### config.mk
export PLATFORM = sky130hd
export DESIGN_NAME = pll_mn_search
export DESIGN_NICKNAME = d
export VERILOG_FILES = /design/src/rtl/pll_search_pkg.sv /design/src/rtl/pll_req_prep.sv /design/src/rtl/pll_div_unit.sv /design/src/rtl/pll_mn_search.sv
export SDC_FILE = /design/constraint.sdc
export NUM_CORES = 1
export LEC_CHECK = 0
export BUFFER_PORTS_ARGS = -buffer_cell sky130_fd_sc_hd__buf_2
export CAP_MARGIN = 5
export CORE_AREA = 3 3 169 171
export DETAILED_ROUTE_END_ITERATION = 10
export DIE_AREA = 0 0 172 174
export HOLD_SLACK_MARGIN = 0.1
export PLACE_DENSITY = 0.83
export SYNTH_ARGS = -nofsm -noshare
export SYNTH_HDL_FRONTEND = slang
export SYNTH_HIERARCHICAL = 1
export SYNTH_SLANG_ARGS = --single-unit
export TNS_END_PERCENT = 20
### constraint.sdc
create_clock -name clk -period 20.1 [get_ports clk]
set_clock_uncertainty 0.15 [all_clocks]
set_input_delay 0 -clock clk [delete_from_list [all_inputs] [get_ports clk]]
set_output_delay 0 -clock clk [all_outputs]
set_load 0.005 [all_outputs]
### src/rtl/pll_search_pkg.sv
package pll_search_pkg;
  // 14.31818 MHz reference scaled by 65536
  localparam int unsigned REF_SCALED = 938356;
  // Fractional bits of the frequency model
  localparam int FRAC_SHIFT = 8;
  // Code word returned for a zero request
  localparam logic [15:0] ZERO_WORD = 16'h00E0;

  typedef enum logic {
    ST_IDLE = 1'b0,
    ST_RUN  = 1'b1
  } srch_state_t;
endpackage

### src/rtl/pll_req_prep.sv
module pll_req_prep #(
  parameter int REQ_W = 16,
  parameter int F_LO  = 8000,
  parameter int F_HI  = 15938,
  parameter int KW    = 2,
  parameter int TW    = 16
) (
  input  logic [REQ_W-1:0] req,
  output logic [TW-1:0]    tgt,
  output logic [KW-1:0]    k
);
  localparam int unsigned K_THRESH = F_LO * 8;

  logic [31:0] clamped;
  logic        found;

  // Limit the request to the legal window
  always_comb begin
    clamped = 32'(req);
    if (clamped < 32'(F_LO)) clamped = 32'(F_LO);
    if (clamped > 32'(F_HI)) clamped = 32'(F_HI);
  end

  // Scaled target is taken before any doubling
  assign tgt = TW'((clamped * 32'd256) / 32'd100);

  // Count the doublings needed to reach the threshold
  always_comb begin
    k     = '0;
    found = 1'b0;
    for (int j = 0; j < (1 << KW); j++) begin
      if (!found && ((clamped << j) >= K_THRESH)) begin
        k     = KW'(j);
        found = 1'b1;
      end
    end
  end
endmodule

### src/rtl/pll_div_unit.sv
module pll_div_unit #(
  parameter int DW = 20,
  parameter int VW = 6,
  parameter int RB = 5
) (
  input  logic          clk,
  input  logic          rst_n,
  input  logic          go,
  input  logic [DW-1:0] dividend,
  input  logic [VW-1:0] divisor,
  output logic [DW-1:0] quotient,
  output logic          done
);
  localparam int STEPS = (DW + RB - 1) / RB;
  localparam int PW    = STEPS * RB;
  localparam int CW    = $clog2(STEPS + 1);
  localparam int XW    = DW + VW;

  logic [PW-1:0] acc_q, acc_d, a_t;
  logic [VW:0]   rem_q, rem_d, r_t, sh;
  logic [CW-1:0] cnt_q, cnt_d;
  logic          done_q, done_d;
  logic [DW-1:0] dvd_q, dvd_d;
  logic [VW-1:0] dvs_q, dvs_d;
  logic          ge;

  // RB restoring steps per cycle
  always_comb begin
    r_t = rem_q;
    a_t = acc_q;
    sh  = '0;
    ge  = 1'b0;
    for (int i = 0; i < RB; i++) begin
      sh  = {r_t[VW-1:0], a_t[PW-1]};
      ge  = (sh >= {1'b0, dvs_q});
      r_t = ge ? (sh - {1'b0, dvs_q}) : sh;
      a_t = {a_t[PW-2:0], ge};
    end
  end

  always_comb begin
    acc_d  = acc_q;
    rem_d  = rem_q;
    cnt_d  = cnt_q;
    dvd_d  = dvd_q;
    dvs_d  = dvs_q;
    done_d = 1'b0;
    if (go) begin
      acc_d = PW'(dividend);
      rem_d = '0;
      cnt_d = CW'(STEPS);
      dvd_d = dividend;
      dvs_d = divisor;
    end else if (cnt_q != '0) begin
      acc_d  = a_t;
      rem_d  = r_t;
      cnt_d  = cnt_q - 1'b1;
      done_d = (cnt_q == CW'(1));
    end
  end

  always_ff @(posedge clk or negedge rst_n) begin
    if (!rst_n) begin
      acc_q  <= '0;
      rem_q  <= '0;
      cnt_q  <= '0;
      done_q <= 1'b0;
      dvd_q  <= '0;
      dvs_q  <= '0;
    end else begin
      acc_q  <= acc_d;
      rem_q  <= rem_d;
      cnt_q  <= cnt_d;
      done_q <= done_d;
      dvd_q  <= dvd_d;
      dvs_q  <= dvs_d;
    end
  end

  assign quotient = acc_q[DW-1:0];
  assign done     = done_q;

  // the quotient handed out is the exact floor of the captured operands
  logic [XW-1:0] chk_prod;
  assign chk_prod = XW'(quotient) * XW'(dvs_q);

  a_r6_quotient_exact: assert property (@(posedge clk) disable iff (!rst_n)
    done |-> (chk_prod <= XW'(dvd_q)) && ((XW'(dvd_q) - chk_prod) < XW'(dvs_q)));
endmodule

### src/rtl/pll_mn_search.sv
module pll_mn_search
  import pll_search_pkg::*;
#(
  parameter int REQ_W = 16,
  parameter int F_LO  = 8000,
  parameter int F_HI  = 15938,
  parameter int M_MIN = 2,
  parameter int M_MAX = 30,
  parameter int N_MIN = 35,
  parameter int N_MAX = 247,
  parameter int RB    = 5
) (
  input  logic             clk,
  input  logic             rst_n,
  input  logic             start,
  input  logic [REQ_W-1:0] req,
  output logic             busy,
  output logic             done,
  output logic [15:0]      word
);
  localparam int KW     = 2;
  localparam int TW     = $clog2(F_HI * 256 / 100 + 1);
  localparam int MW     = $clog2(M_MAX + 1);
  localparam int NW     = $clog2(N_MAX + 1);
  localparam int VW     = $clog2(M_MAX + 3);
  localparam int PROD_W = $clog2(REF_SCALED * (N_MAX + 8) + 1);
  localparam int DW     = PROD_W - FRAC_SHIFT;
  localparam int T_LO   = F_LO * 256 / 100;
  localparam int T_HI   = F_HI * 256 / 100;

  srch_state_t   state_q, state_d;
  logic [TW-1:0] tgt_q, tgt_d, tgt_w;
  logic [KW-1:0] k_q, k_d, k_w;
  logic [MW-1:0] m_q, m_d, m_nx, best_m_q, best_m_d, fin_m;
  logic [NW-1:0] n_q, n_d, n_nx, best_n_q, best_n_d, fin_n;
  logic [DW-1:0] best_err_q, best_err_d, err;
  logic          launch_q, launch_d;
  logic [15:0]   word_q, word_d;
  logic          done_q, done_d;

  logic              div_go, div_done, last_pair, better;
  logic [PROD_W-1:0] prod;
  logic [DW-1:0]     div_dvd, div_quo;
  logic [VW-1:0]     div_dvs;

  pll_req_prep #(
    .REQ_W(REQ_W), .F_LO(F_LO), .F_HI(F_HI), .KW(KW), .TW(TW)
  ) u_prep (
    .req (req),
    .tgt (tgt_w),
    .k   (k_w)
  );

  pll_div_unit #(.DW(DW), .VW(VW), .RB(RB)) u_div (
    .clk      (clk),
    .rst_n    (rst_n),
    .go       (div_go),
    .dividend (div_dvd),
    .divisor  (div_dvs),
    .quotient (div_quo),
    .done     (div_done)
  );

  // Pair walk: N inner, M outer
  assign last_pair = (m_q == MW'(M_MAX)) && (n_q == NW'(N_MAX));

  always_comb begin
    m_nx = m_q;
    n_nx = n_q;
    if (div_done) begin
      if (n_q == NW'(N_MAX)) begin
        n_nx = NW'(N_MIN);
        m_nx = m_q + 1'b1;
      end else begin
        n_nx = n_q + 1'b1;
      end
    end
  end

  assign div_go  = (state_q == ST_RUN) && (launch_q || (div_done && !last_pair));
  assign prod    = PROD_W'(REF_SCALED) * (PROD_W'(n_nx) + PROD_W'(8));
  assign div_dvd = DW'(prod >> (PROD_W'(k_q) + PROD_W'(FRAC_SHIFT)));
  assign div_dvs = VW'(m_nx) + VW'(2);

  // Absolute error and strict improvement test
  assign err    = (div_quo >= DW'(tgt_q)) ? (div_quo - DW'(tgt_q)) : (DW'(tgt_q) - div_quo);
  assign better = div_done && (err < best_err_q);
  assign fin_m  = better ? m_q : best_m_q;
  assign fin_n  = better ? n_q : best_n_q;

  always_comb begin
    state_d    = state_q;
    tgt_d      = tgt_q;
    k_d        = k_q;
    m_d        = m_q;
    n_d        = n_q;
    best_err_d = best_err_q;
    best_m_d   = best_m_q;
    best_n_d   = best_n_q;
    launch_d   = 1'b0;
    word_d     = word_q;
    done_d     = 1'b0;
    unique case (state_q)
      ST_IDLE: begin
        if (start) begin
          if (req == '0) begin
            word_d = ZERO_WORD;
            done_d = 1'b1;
          end else begin
            state_d    = ST_RUN;
            tgt_d      = tgt_w;
            k_d        = k_w;
            m_d        = MW'(M_MIN);
            n_d        = NW'(N_MIN);
            best_err_d = '1;
            launch_d   = 1'b1;
          end
        end
      end
      ST_RUN: begin
        if (better) begin
          best_err_d = err;
          best_m_d   = m_q;
          best_n_d   = n_q;
        end
        if (div_done) begin
          m_d = m_nx;
          n_d = n_nx;
          if (last_pair) begin
            state_d = ST_IDLE;
            done_d  = 1'b1;
            word_d  = (16'(fin_n) << 8) + (16'(k_q) << 6) + 16'(fin_m);
          end
        end
      end
      default: state_d = ST_IDLE;
    endcase
  end

  always_ff @(posedge clk or negedge rst_n) begin
    if (!rst_n) begin
      state_q    <= ST_IDLE;
      tgt_q      <= '0;
      k_q        <= '0;
      m_q        <= '0;
      n_q        <= '0;
      best_err_q <= '1;
      best_m_q   <= '0;
      best_n_q   <= '0;
      launch_q   <= 1'b0;
      word_q     <= '0;
      done_q     <= 1'b0;
    end else begin
      state_q    <= state_d;
      tgt_q      <= tgt_d;
      k_q        <= k_d;
      m_q        <= m_d;
      n_q        <= n_d;
      best_err_q <= best_err_d;
      best_m_q   <= best_m_d;
      best_n_q   <= best_n_d;
      launch_q   <= launch_d;
      word_q     <= word_d;
      done_q     <= done_d;
    end
  end

  assign busy = (state_q == ST_RUN);
  assign done = done_q;
  assign word = word_q;

  a_r1_zero_word: assert property (@(posedge clk) disable iff (!rst_n)
    (start && !busy && (req == '0)) |=> (done && (word == ZERO_WORD)));

  a_r1_zero_no_busy: assert property (@(posedge clk) disable iff (!rst_n)
    (start && !busy && (req == '0)) |=> !busy);

  a_r9_word_hold: assert property (@(posedge clk) disable iff (!rst_n)
    busy |-> $stable(word));

  a_r9_done_idle: assert property (@(posedge clk) disable iff (!rst_n)
    done |-> !busy);

  a_r7_err_monotone: assert property (@(posedge clk) disable iff (!rst_n)
    ((state_q == ST_RUN) && $past(state_q == ST_RUN)) |-> (best_err_q <= $past(best_err_q)));

  a_r4_target_window: assert property (@(posedge clk) disable iff (!rst_n)
    busy |-> ((tgt_q >= TW'(T_LO)) && (tgt_q <= TW'(T_HI))));
endmodule

* Yosys cells after proc, flatten, opt, wreduce, memory -nomap -nowiden
Index checks and enable logic that the tools add are counted.
W data, S select, Z words.
** Cells by class
- Add/sub/neg operators :: 15
- $mul :: 1
- Div/mod/pow operators :: 1
- Magnitude comparators :: 13
- Equal/unequal tests :: 9
- Shift operators :: 1
- Mux-type cells :: 56
- Bitwise gates (word level) :: 2
- Reduce and logical (&&, ||, !) cells :: 19
** Operator list (number)
- $ge A32 B16 Y1 const B :: 4
- $mux W20 :: 6
- $mux W16 :: 5
- $mux W8 :: 6
- $mux W6 :: 7
- $pmux W20 S2 :: 1
- $ge A7 B6 Y1 :: 5
- $div A32 B7 Y32 const B :: 1
- $mux W32 :: 1
- $pmux W16 S2 :: 1
- $mux W5 :: 6
- $sub A6 B6 Y6 :: 5
- $shr A28 B5 Y20 :: 1
- $mul A18 B9 Y26 const A :: 1
- $ge A20 B16 Y1 :: 1
- $lt A20 B20 Y1 :: 1
- $sub A16 B20 Y20 :: 1
- $sub A20 B16 Y20 :: 1
- $add A16 B5 Y16 :: 1
- $add A16 B8 Y16 :: 1
- $gt A16 B14 Y1 const B :: 1
- $logic_not A16 Y1 :: 1
- $lt A16 B13 Y1 const B :: 1
- $pmux W8 S2 :: 1
- 24 further kinds :: 57
** Storage, ports and cells
- Flip-flop bits (word level) :: 119
- Bits in latches :: 0
- Bits in writable memories :: 0
- Bits in read-only memories :: 0
- Input port bits :: 19
- Output and inout port bits :: 18
- Word-level logic and storage cells :: 133
- Memories kept :: 0

* Longest topological paths before layout
- Word-level depth :: 15
- Gate-level depth with buffers :: 58
- Depth with buffers taken out :: 54

* Hierarchy
Netlist, hierarchy kept.
** By module, submodules not included
- pll_mn_search :: instances 1, cells each 1075, area each 9136.3 um^2, seq. area each 2102.0 um^2
- pll_req_prep :: instances 1, cells each 582, area each 4101.4 um^2, seq. area each 0.0 um^2
- pll_div_unit :: instances 1, cells each 365, area each 3284.4 um^2, seq. area each 900.9 um^2

* Least setup slack after synthesis
Ideal clock, no wire load.
- Path type :: input to register
- Start :: input port req[11]
- End :: register tgt_q[0]
- Library setup time :: 0.130 ns
- Arrival :: 11.131 ns
- Data required time :: 19.820 ns
- Path slack :: 8.688 ns
- Stages on the path :: 53
- Buffers on the path :: 4
- Path through :: buf_4 o31ai_2 a21oi_1 a211oi_2 o21ai_0 mux2_1 and3_4 o211a_1 or2_1 buf_2 a32oi_2 mux2i_2 a31oi_1 a21oi_2 a21oi_1 maj3_1 o31ai_2 a211oi_2 [... 17 more ...] ha_1 and3_1 o311ai_2 nand3_4 clkinv_4 ha_1 and2_1 a211oi_1 nand2_1 clkinv_2 ha_1 and2_1 a21o_1 a211o_1 a21oi_1 nand4_1 nand2_1 o21ai_0
** On the way
- Word-level cells in the longest chain between the ends :: 5
- Elaborated cells on any way between the ends :: 8
- Classes of those cells :: 1 x div; 2 x order compare; 2 x mux; 1 x bitwise; 2 x reduce/logical
** RTL lines
- start: declaration :: RTL line pll_mn_search.sv:16 : input logic [REQ_W-1:0] req,
- $lt A16 B13 Y1 :: RTL line pll_req_prep.sv:20 : if (clamped < 32'(F_LO)) clamped = 32'(F_LO);
- $mux W16 * :: RTL line pll_req_prep.sv:20
- $gt A16 B14 Y1 :: RTL line pll_req_prep.sv:21 : if (clamped > 32'(F_HI)) clamped = 32'(F_HI);
- $mux W32 * :: RTL line pll_req_prep.sv:21
- $div A32 B7 Y32 * :: RTL line pll_req_prep.sv:25 : assign tgt = TW'((clamped * 32'd256) / 32'd100);
- via tgt_w[0] :: RTL line pll_mn_search.sv:32 : logic [TW-1:0] tgt_q, tgt_d, tgt_w;
- end signal: assignment :: RTL line pll_mn_search.sv:155 : tgt_q <= tgt_d;
- end: declaration :: RTL line pll_mn_search.sv:32
The timed path passes the listed nets; every way through them passes the cells marked *.
A chain may end at the register's enable or synchronous reset.

* Worst setup path after layout
- Start :: input port req[15]
- End :: register tgt_q[0]
Same word-level chain as after synthesis.

==> results by group <==
GRT
  – Largest net degree at the start of global routing: 67
  – Initial antenna violation count: 0
  – GRT met1 Usage: 39.7%
  – Global-route wire length before repair: 72,100 um
  – Met2 usage: 46.5%
  – Number of global-route vias before repair: 14,700
  – GRT Total Usage: 28.7%
  – Grt met3 use: 3.75%
  – Most used routing layer: met2
  – Grt total ovfl: 0

Outcome
  – Outcome: complete, no violations

Die
  – Die Height: 174 um
  – Cell Rows: 60
  – I/O pin cnt: 37
  – Die Wd: 172 um
  – Core Region: 0.0270 mm^2
  – Die area: 0.0299 mm^2
  – Starting density of the core: 61.1%

Worst setup path
  – CP Class: input pin to register
  – CP required: 20.24 ns
  – Worst path max stage delay: 0.57 ns
  – Worst path slowest cell: or4_1
  – CP bufs+invs: 5
  – CP Max Fanout: 14
  – Crit-path most repeated cell: ha_1
  – CP arrival: 13.54 ns
  – Worst Setup Start Kind: input pin
  – Crit. End Element: register
  – Top delay family on crit path: compound AO/OA/AOI/OAI gates

Yosys
  – Cell taking the most area after synthesis: dfrtp_1
  – Ys flop type: dfrtp_1
  – Top-count cell post-synth: nand2_1
  – Ys Warns: 6
  – Yosys reg bits: 119
  – Sequential element share of the synthesized area: 18.2%
  – Top cells by area, synth: dfrtp_1 15%, ha_1 12%, fa_1 5.1%
  – Post-Synthesis Cells: 2,022
  – Number of synthesized flops with an enable pin: 0
  – Commonest cells in the synthesized netlist: 202 x nand2_1, 187 x inv_1, 161 x ha_1, 142 x o21ai_0, 136 x nor2_1
  – Syn avg cell area: 8.17 um^2
  – Synth top area share: 15.0%
  – Cell Area, Synth: 0.0165 mm^2
  – Ys async rst share: 100%
  – Distinct cells, synth: 152

Clock tree
  – Worst-path clk slew: 0.06 ns
  – Post-CTS Hold Buffers: 4
  – Post-CTS sizing: 0
  – Setup Fix Bufs, Post-CTS: 0
  – CTS tree: built
  – CTS H-Tree Depth: 4
  – Clock root buffer: clkbuf_16
  – # clock sinks: 119
  – Max clock buf depth: 2
  – CTS buffer count: 17
  – Worst skew pair latency: 0.43 ns

Timing
  – Final setup margin: 6.70 ns
  – Max-slew violations: 0
  – Final setup violation count: 0
  – Max_slew headroom: 28.5%
  – RSZ-0062 raised after global routing: no
  – Final min period: 13.40 ns
  – Fmax: 74.6 MHz
  – Setup tns final: 0 ns
  – Tcrit/Tclk final: 66.7%
  – Worst-margin pin slew: 1.07 ns
  – Fin. Hold Viols: 0

Final layout
  – Fillers: 2,260
  – Share of post-route cells with drive strength above 1: 11.8%
  – Area delta synth->final: 5.02%
  – Core Util, Final: 64.2%
  – Final #Nets: 2,223
  – # diodes: 0

Placement
  – Routability Congestion: 0.948
  – Setup WS pre-CTS: 6.48 ns
  – Final HPWL DP: 32,700 um
  – Port Buf Inserts: 36

Routing
  – Routed Antenna Nets: 0
  – Detailed Route Iter0 Violations: 1,372
  – Vias per cell: 6.44
  – DRC: 0
  – DR pass1 iterations: 6
  – Post-Route WL: 43,100 um
  – Vias post-DR: 15,200
  – DR WL/cell: 18.3 um

Run
  – Maxcap violations: 0

Worst hold path
  – Hold Path Class: input pin to register
==> final cells by class <==
cell class / count / area (um^2) / area share, %
multi-input combinational: 1621 / 12300 / 70.8
sequential: 119 / 3000 / 17.3
inverter: 195 / 738 / 4.25
tap: 341 / 427 / 2.46
clock buffer: 17 / 425 / 2.45
timing repair buffer: 47 / 293 / 1.69
clock inverter: 15 / 181 / 1.05
==> state kept, by name, indices dropped and copies added (netlist names) <==
register	cells
k_q	2
busy	1
best_n_q	8
word	16
best_err_q	20
done	1
u_div/quotient	20
u_div/dvs_q	6
best_m_q	5
u_div/rem_q	6
tgt_q	16
u_div/done	1
n_q	8
launch_q	1
m_q	5
u_div/cnt_q	3
==> layout by cell type, fill, tap and decap left out, types with 27 or more instances in the layout <==
cell	netlist	routed
a211oi_1	27	27
a21o_1	42	42
a21oi_1	114	113
buf_2	24	35
dfrtp_1	99	99
fa_1	42	42
ha_1	161	161
inv_1	187	187
mux2i_1	73	73
nand2_1	202	202
nand3_1	51	51
nor2_1	136	135
nor3_1	39	39
o21ai_0	142	142
xnor2_1	66	66
==> cell families after synthesis <==
group	share of synthesized area, %
AND/OR/NAND/NOR	19.3
AO/OA/AOI/OAI	25.8
buffers and inverters	7.58
adder cells (fa/ha/maj)	17.3
flip-flops	18.2
multiplexers	6.48
XOR/XNOR	5.29
other	0.0227
==> per-stage QoR <==
stage	hold WS (ns)	std cells	area, um^2
after floorplan	-0.446	2023	16500
after global placement	-0.0608	2319	16700
after detailed placement	-0.0563	2319	16700
after CTS	0.123	2355	17400
after global routing	0.188	2355	17400
final	0.146	2355	17400
==> metal layers <==
metal,routed length (um),part of all wire [%]
met1,19100,44
met2,20100,47
met3,2460,5.7
met4,1320,3.1
met5,0,0
==> final timing paths <==
path	slack, ns	depth (start not counted)	from	endpoint
setup reg to reg	9.32	39	u_div/dvs_q[1]	u_div/rem_q[0]
min in group asynchronous	0.54	3	rst_n	best_err_q[19]
hold / removal	0.15	6	req[12]	tgt_q[14]
hold reg to reg	0.32	2	best_n_q[6]	best_n_q[6]
max in group asynchronous	18.42	4	rst_n	tgt_q[5]
setup / recovery	6.70	50	req[15]	tgt_q[0]
==> tightest hold or removal path, cell delays in order <==
cell,delay [ns]
buf_2,0.22
nand2_1,0.10
nor2_1,0.10
nor2_1,0.10
nand2_1,0.07
o21ai_0,0.08
Power is left out: the tool's default activity adds up to more than one toggle a clock period on the data nets, which glitch-free logic cannot reach.
